==> config.mk <==
export PLATFORM = sky130hd
export DESIGN_NAME = nvram_index_port
export DESIGN_NICKNAME = d
export VERILOG_FILES = /design/src/rtl/nvip_pkg.sv /design/src/rtl/nvip_ptr.sv /design/src/rtl/nvip_lock.sv /design/src/rtl/nvip_mem.sv /design/src/rtl/nvip_ctrl.sv /design/src/rtl/nvram_index_port.sv
export SDC_FILE = /design/constraint.sdc
export NUM_CORES = 2
export LEC_CHECK = 0
export BUFFER_PORTS_ARGS = -buffer_cell sky130_fd_sc_hd__buf_4
export CORE_MARGIN = 2
export CORE_UTILIZATION = 55
export CTS_BUF_LIST = sky130_fd_sc_hd__clkbuf_16
export DETAILED_ROUTE_END_ITERATION = 12
export HOLD_SLACK_MARGIN = 0.02
export PLACE_DENSITY = 0.7
export SYNTH_ARGS = -nofsm -noshare
export SYNTH_HDL_FRONTEND = slang
export SYNTH_HIERARCHICAL = 1
export SYNTH_SLANG_ARGS = --single-unit
==> constraint.sdc <==
create_clock -name clk -period 4.1 [get_ports clk]
set_input_delay 0.82 -clock clk [delete_from_list [all_inputs] [get_ports clk]]
set_output_delay 0.82 -clock clk [all_outputs]
set_load 0.02 [all_outputs]
==> src/rtl/nvip_pkg.sv <==
package nvip_pkg;

    localparam int PTR_W = 16;

    localparam logic [1:0] OFF_PTR_LO = 2'd0;
    localparam logic [1:0] OFF_PTR_HI = 2'd1;
    localparam logic [1:0] OFF_SPARE  = 2'd2;
    localparam logic [1:0] OFF_DATA   = 2'd3;

    localparam logic [7:0] BYTE_ONES  = 8'hFF;

    typedef enum logic [1:0] {
        ST_IDLE      = 2'd0,
        ST_RESP_DATA = 2'd1,
        ST_RESP_ONES = 2'd2
    } nvip_state_e;

endpackage

==> src/rtl/nvip_ptr.sv <==
module nvip_ptr
    import nvip_pkg::*;
(
    input  logic             clk,
    input  logic             rst_n,
    input  logic             ld_lo,
    input  logic             ld_hi,
    input  logic             clr,
    input  logic [7:0]       din,
    output logic [PTR_W-1:0] ptr
);

    logic [PTR_W-1:0] ptr_q;

    always_ff @(posedge clk) begin
        if (!rst_n) begin
            ptr_q <= '0;
        end else if (clr) begin
            ptr_q <= '0;
        end else if (ld_lo) begin
            ptr_q[7:0] <= din;
        end else if (ld_hi) begin
            ptr_q[PTR_W-1:8] <= din;
        end
    end

    assign ptr = ptr_q;

endmodule

==> src/rtl/nvip_lock.sv <==
module nvip_lock
    import nvip_pkg::*;
#(
    parameter int NUM_LOCKS = 2,
    parameter int WIN_BASE  = 32,
    parameter int WIN_SPAN  = 16,
    localparam int LSEL_W   = (NUM_LOCKS > 1) ? $clog2(NUM_LOCKS) : 1
) (
    input  logic                 clk,
    input  logic                 rst_n,
    input  logic                 tgl,
    input  logic [LSEL_W-1:0]    sel,
    input  logic [PTR_W-1:0]     addr,
    output logic [NUM_LOCKS-1:0] lock_bits,
    output logic                 blocked
);

    logic [NUM_LOCKS-1:0] lock_q;
    logic [NUM_LOCKS-1:0] hit;
    logic [31:0]          addr32;

    assign addr32 = 32'(addr);

    for (genvar i = 0; i < NUM_LOCKS; i++) begin : g_win
        localparam logic [31:0] LO = 32'(WIN_BASE + i * WIN_SPAN);
        localparam logic [31:0] HI = 32'(WIN_BASE + (i + 1) * WIN_SPAN);

        always_ff @(posedge clk) begin
            if (!rst_n) begin
                lock_q[i] <= 1'b0;
            end else if (tgl && (sel == LSEL_W'(i))) begin
                lock_q[i] <= ~lock_q[i];
            end
        end

        assign hit[i] = lock_q[i] && (addr32 >= LO) && (addr32 < HI);
    end

    assign lock_bits = lock_q;
    assign blocked   = |hit;

endmodule

==> src/rtl/nvip_mem.sv <==
module nvip_mem #(
    parameter int  MEM_BYTES = 256,
    localparam int IDX_W     = (MEM_BYTES > 1) ? $clog2(MEM_BYTES) : 1
) (
    input  logic             clk,
    input  logic             we,
    input  logic             re,
    input  logic [IDX_W-1:0] idx,
    input  logic [7:0]       wdata,
    output logic [7:0]       rdata
);

    logic [7:0] cells [MEM_BYTES];
    logic [7:0] rdata_q;

    always_ff @(posedge clk) begin
        if (we) begin
            cells[idx] <= wdata;
        end
        if (re) begin
            rdata_q <= cells[idx];
        end
    end

    assign rdata = rdata_q;

endmodule

==> src/rtl/nvip_ctrl.sv <==
module nvip_ctrl
    import nvip_pkg::*;
(
    input  logic       clk,
    input  logic       rst_n,
    input  logic       io_req,
    input  logic       io_we,
    input  logic [1:0] io_off,
    input  logic       blocked,
    input  logic       in_range,
    input  logic [7:0] mem_rdata,
    output logic       ptr_ld_lo,
    output logic       ptr_ld_hi,
    output logic       ptr_clr,
    output logic       mem_we,
    output logic       mem_re,
    output logic       io_rvalid,
    output logic [7:0] io_rdata
);

    nvip_state_e state_q, state_d;

    logic rd_req, wr_req, data_slot, permitted;

    assign rd_req    = io_req && !io_we;
    assign wr_req    = io_req && io_we;
    assign data_slot = (io_off == OFF_DATA);
    assign permitted = in_range && !blocked;

    // transition choice: GO_DATA, GO_ONES, GO_IDLE
    always_comb begin
        if (rd_req && data_slot && permitted) begin
            state_d = ST_RESP_DATA;
        end else if (rd_req) begin
            state_d = ST_RESP_ONES;
        end else begin
            state_d = ST_IDLE;
        end
    end

    always_ff @(posedge clk) begin
        if (!rst_n) begin
            state_q <= ST_IDLE;
        end else begin
            state_q <= state_d;
        end
    end

    // side-band strobes for the pointer and the store
    always_comb begin
        ptr_ld_lo = wr_req && (io_off == OFF_PTR_LO);
        ptr_ld_hi = wr_req && (io_off == OFF_PTR_HI);
        ptr_clr   = wr_req && data_slot;
        mem_we    = wr_req && data_slot && permitted;
        mem_re    = rd_req && data_slot && permitted;
    end

    // response outputs from the state
    always_comb begin
        unique case (state_q)
            ST_IDLE: begin
                io_rvalid = 1'b0;
                io_rdata  = BYTE_ONES;
            end
            ST_RESP_DATA: begin
                io_rvalid = 1'b1;
                io_rdata  = mem_rdata;
            end
            ST_RESP_ONES: begin
                io_rvalid = 1'b1;
                io_rdata  = BYTE_ONES;
            end
            default: begin
                io_rvalid = 1'b0;
                io_rdata  = BYTE_ONES;
            end
        endcase
    end

endmodule

==> src/rtl/nvram_index_port.sv <==
module nvram_index_port
    import nvip_pkg::*;
#(
    parameter int  MEM_BYTES = 256,
    parameter int  NUM_LOCKS = 2,
    parameter int  WIN_BASE  = 32,
    parameter int  WIN_SPAN  = 16,
    localparam int LSEL_W    = (NUM_LOCKS > 1) ? $clog2(NUM_LOCKS) : 1,
    localparam int IDX_W     = (MEM_BYTES > 1) ? $clog2(MEM_BYTES) : 1
) (
    input  logic              clk,
    input  logic              rst_n,
    input  logic              io_req,
    input  logic              io_we,
    input  logic [1:0]        io_off,
    input  logic [7:0]        io_wdata,
    output logic [7:0]        io_rdata,
    output logic              io_rvalid,
    input  logic              lock_tgl,
    input  logic [LSEL_W-1:0] lock_sel
);

    logic [PTR_W-1:0]     ptr_q;
    logic [NUM_LOCKS-1:0] lock_q;
    logic                 blocked;
    logic                 in_range;
    logic                 ptr_ld_lo, ptr_ld_hi, ptr_clr;
    logic                 mem_we, mem_re;
    logic [7:0]           mem_rdata;

    assign in_range = (32'(ptr_q) < 32'(MEM_BYTES));

    nvip_ptr u_ptr (
        .clk   (clk),
        .rst_n (rst_n),
        .ld_lo (ptr_ld_lo),
        .ld_hi (ptr_ld_hi),
        .clr   (ptr_clr),
        .din   (io_wdata),
        .ptr   (ptr_q)
    );

    nvip_lock #(
        .NUM_LOCKS (NUM_LOCKS),
        .WIN_BASE  (WIN_BASE),
        .WIN_SPAN  (WIN_SPAN)
    ) u_lock (
        .clk       (clk),
        .rst_n     (rst_n),
        .tgl       (lock_tgl),
        .sel       (lock_sel),
        .addr      (ptr_q),
        .lock_bits (lock_q),
        .blocked   (blocked)
    );

    nvip_mem #(
        .MEM_BYTES (MEM_BYTES)
    ) u_mem (
        .clk   (clk),
        .we    (mem_we),
        .re    (mem_re),
        .idx   (ptr_q[IDX_W-1:0]),
        .wdata (io_wdata),
        .rdata (mem_rdata)
    );

    nvip_ctrl u_ctrl (
        .clk       (clk),
        .rst_n     (rst_n),
        .io_req    (io_req),
        .io_we     (io_we),
        .io_off    (io_off),
        .blocked   (blocked),
        .in_range  (in_range),
        .mem_rdata (mem_rdata),
        .ptr_ld_lo (ptr_ld_lo),
        .ptr_ld_hi (ptr_ld_hi),
        .ptr_clr   (ptr_clr),
        .mem_we    (mem_we),
        .mem_re    (mem_re),
        .io_rvalid (io_rvalid),
        .io_rdata  (io_rdata)
    );

endmodule

==> results summary <==
The number of warning messages in the yosys log is 6. The count of final max-slew check failures was 0. The clock reaches the later pin of the worst-skew pair after 850 ps. 0 antenna diodes ended up in the layout. The mapped cell area is 0.0795 sq mm. The wire-length estimate of the detail-placed layout is 116000 um. Global routing used 26.2% of the available tracks across all layers.

The overall routed net length came out at 191000 um. The max capacitance violation total is 0. The area of the core is 0.143 sq mm. The width of the die came out at 384 um. The clock transition at the registers of the reported paths came out at 60 ps. In this run the critical register-to-register path is launched from u_ptr/ptr[0].

The minimum setup slack among reg-to-reg paths is between 200 and 250 ps. Data on the critical path arrives at its endpoint at 4440 ps. The routed length per instance is about 31 um.

Along the worst hold path, the cell count comes to 2. STA classifies the critical path endpoint as a flip-flop. The length of the first detailed-routing pass in iterations came out at 5. The count of final hold-check violations is 0.

The cell family contributing the most delay on the critical path is compound AO/OA/AOI/OAI gates. The final antenna-violating net count is 0. The count of input and output buffers came out at 24.

The highest ir drop seen on vdd came out at 494 uV. The tree is rooted in a clkbuf_16. The number of buffers created by CTS is 199. The initial DRC count is around 5100.

The path type of the worst setup path is flip-flop to flip-flop. The tightest slew margin relative to the limit is 20.5%. The floorplan has 139 rows. At the worst endpoint, the required time is approximately 4700 ps. The maximum single-stage delay on the critical path is 820 ps.

A synthesized cell averages 21.8 sq um. The maximum number of pins on one net before global-route repair came out at 142. The final core area utilization is 63.8%.

The number of nets in the synthesized netlist is 3668. The worst hold path begins at rst_n. Dividing the detail-routed via count by the number of cells gives 6.48.

The path with the worst hold slack has its endpoint at u_lock/lock_bits[1]. TritonCTS built the clock tree. The kind of path behind the tightest hold check is primary input to flip-flop. The reg-to-reg critical path endpoint is u_mem/rdata[2]. The critical path contains buffers and inverters numbering 3 combined.

After detailed routing, the number of remaining DRC violations is 0. Setup total negative slack on the finished layout was measured at 0 ps. The total of hold buffers inserted after clock tree synthesis came out at 0. The die outline area came out at approximately 0.15 sq mm. For this run, the top clock speed supported by timing is roughly 0.26 GHz. Among the stages of the critical path, the cell type that occurs most often is buf_4. The global-route wire length before repair came out at 277000 um. The number of buffers between clock root and the deepest sink is 3. The number of I/O pins came out at 25.

The worst path needs 3860 ps of the cycle, external delays included. Among all stages on the critical path, the largest delay is contributed by dfxtp_4. The initial core utilization is ~55%.

The count of vias placed by the detailed router came out at 39800. The proportion of synthesized chip area in sequential cells is roughly four fifths. STA classifies the critical path startpoint as a flip-flop. The final critical path takes up 94.2% of the cycle. Walking the worst path, the cells encountered are buf_12, buf_4, mux4_2, a22oi_1, a21oi_1, o41ai_1, buf_4, nand4_1. The power density of the placed cells is 470 mW/mm^2. The register bit count reported by yosys is about 2100. The number of cells on the worst reg-to-reg path is 8. The number of global-route vias before repair came out at 39900.

The post-layout net count came out at just over 4000. The fraction of layout instances using a drive strength above 1 is 30.1%. The post-synthesis instance total is 3651. The count of distinct cell types in the synthesized netlist is 34. The clock tree synthesis step divided the H-tree into 4 levels. The measured slew at the worst slew-check pin is between 1000 and 1500 ps. The flow ran to the end, and the final reports show no timing, DRC or antenna violations. Setup repair after global routing left no endpoint under its margin.

Setup violations remaining at the end of the flow were counted as 0. In this run the vertical extent of the chip is roughly 380 um. The area growth from synthesis to layout is 15.2%. The final estimated routing congestion in global placement came out at 0.855. The number of antenna violations at the first check in global routing came out at 3.

Summed over all cells, the static leakage comes to 28.3 nW. The clock sink count is 2076. The largest fanout on the critical path is 31. The total overflow left after global routing is 0.

The setup skew after layout is about 42 ps.
sequential cells by signal (all words and copies together) (netlist names):
| register | cells |
|---|---|
| u_mem/rdata | 8 |
| u_lock/lock_bits | 2 |
| u_ptr/ptr | 16 |
| u_mem/cells | 2048 |
| u_ctrl/state_q | 2 |
through the flow:
stage	power, mW	cell area, sq um	setup WS (ps)	cells	hold WS, ps
after floorplan	24.2	79500	1110	3651	444
after global placement	24.8	84800	102	5775	463
after detailed placement	24.8	84800	76.7	5775	462
after CTS	43.3	91600	66.9	6146	162
after global routing	44.1	91600	183	6146	216
final	43.1	91600	237	6146	212
routing by layer:
| layer | wire, um | part of all wire (%) | track usage, % | up-vias |
|---|---|---|---|---|
| met5 | 13 | 0.0068 | 0 | - |
| li1 | - | - | - | 16300 |
| met2 | 93800 | 49 | 41.5 | 2029 |
| met3 | 17600 | 9.2 | 5.44 | 333 |
| met1 | 73600 | 39 | 37.0 | 21200 |
| met4 | 6090 | 3.2 | 8.59 | 2 |
report_power, final:
| part | leakage (nW) | internal [mW] | switching [mW] |
|---|---|---|---|
| logic | 6.29 | 0.315 | 0.710 |
| clock network | 3.42 | 10.8 | 7.89 |
| registers | 18.6 | 23.3 | 0.0148 |
| total | 28.3 | 34.5 | 8.61 |
worst max-delay path by stage:
stage	startpoint	endpoint	slack, ps	cells after the start
2_1_floorplan	u_ptr/ptr[14]	u_mem/cells[157][0]	1110	8
3_3_place_gp	u_ptr/ptr[0]	u_mem/rdata[3]	100	8
3_5_place_dp	u_ptr/ptr[0]	u_mem/rdata[3]	80	8
4_1_cts	u_ptr/ptr[0]	u_mem/rdata[3]	70	8
5_1_grt	u_ptr/ptr[0]	u_mem/rdata[4]	180	8
6_report	u_ptr/ptr[0]	u_mem/rdata[2]	240	8
cell usage in the layout, fill, tap and decap left out, types with 2 or more instances in the layout:
cell,Yosys,routed
a21oi_1,134,134
a21oi_2,2,2
a22oi_1,256,256
and2_1,5,4
buf_12,0,45
buf_4,17,405
buf_8,0,7
bufinv_16,0,28
clkbuf_16,0,204
clkinv_1,0,40
clkinv_2,0,32
clkinv_4,0,3
clkinvlp_4,0,12
dfxtp_1,20,18
dfxtp_4,0,2
edfxtp_1,2056,2056
inv_1,3,43
inv_16,0,6
inv_6,0,4
mux2i_1,9,9
mux4_2,512,512
nand2_1,47,46
nand2b_1,17,15
nand2b_2,0,2
nand3_1,13,13
nand4_1,8,8
nor2_1,244,243
nor2b_1,9,7
nor2b_4,0,2
nor3_1,31,30
nor4_1,2,2
o41ai_1,32,30
o41ai_2,0,2
or2_2,2,2
or4_1,2,2
xnor2_1,2,2
cells by family (layout without fill, tap and decap cells):
kind of cell | after synthesis | in the layout | synth area share (%)
buffers and inverters | 240 | 832 | 1.44
AOI/OAI and AO/OA | 424 | 424 | 3.64
adders and majority gates | 1 | 1 | 0.0157
xor gates and xnor gates | 2 | 2 | 0.0220
and+or+nand+nor | 387 | 387 | 2.09
muxes | 521 | 521 | 14.6
DFF | 2076 | 2076 | 78.2
cell type report:
type	count	area, sq um
well taps	1903	2380
clock buffers	204	5100
clock inverters	167	1620
multi-input cells	1335	16300
flip-flops and latches	2076	62100
fillers	9307	51900
repair buffers	458	4060
inverters	3	11.3
synthesized netlist by cell type (all sizes together):
| cell type | number | share of area [%] |
|---|---|---|
| edfxtp | 2056 | 78 |
| mux4 | 512 | 15 |
| a22oi | 256 | 2.4 |
| nor2 | 244 | 1.2 |
| clkbuf | 145 | 0.68 |
| a21oi | 136 | 0.87 |
| buf | 92 | 0.74 |
| nand2 | 47 | 0.22 |
| o41ai | 32 | 0.35 |
| nor3 | 31 | 0.20 |
| dfxtp | 20 | 0.50 |
| nand2b | 17 | 0.13 |
| nand3 | 13 | 0.082 |
| mux2i | 9 | 0.11 |
| nor2b | 9 | 0.071 |
| nand4 | 8 | 0.063 |
| and2 | 5 | 0.039 |
| inv | 3 | 0.014 |
| nor3b | 2 | 0.025 |
| nor4 | 2 | 0.016 |
| or2 | 2 | 0.016 |
| or4 | 2 | 0.019 |
| xnor2 | 2 | 0.022 |
| and3 | 1 | 0.0079 |
| ha | 1 | 0.016 |
| nand3b | 1 | 0.0094 |
| nand4b | 1 | 0.019 |
| nor4b | 1 | 0.011 |
| or3 | 1 | 0.0079 |
worst reg2reg max path, cell delays in order, from the launching register on:
cell and delay (ps):
dfxtp_4 820, buf_12 350, buf_4 360, mux4_2 540
a22oi_1 370, a21oi_1 150, o41ai_1 700, buf_4 230
nand4_1 90
repair_timing:
item | 4_1_cts | 5_1_grt
setup buffers | 0 | 0
gates resized for setup | 0 | 1
setup endpoints to repair | 0 | 1
Power figures use the tool's default switching activity.
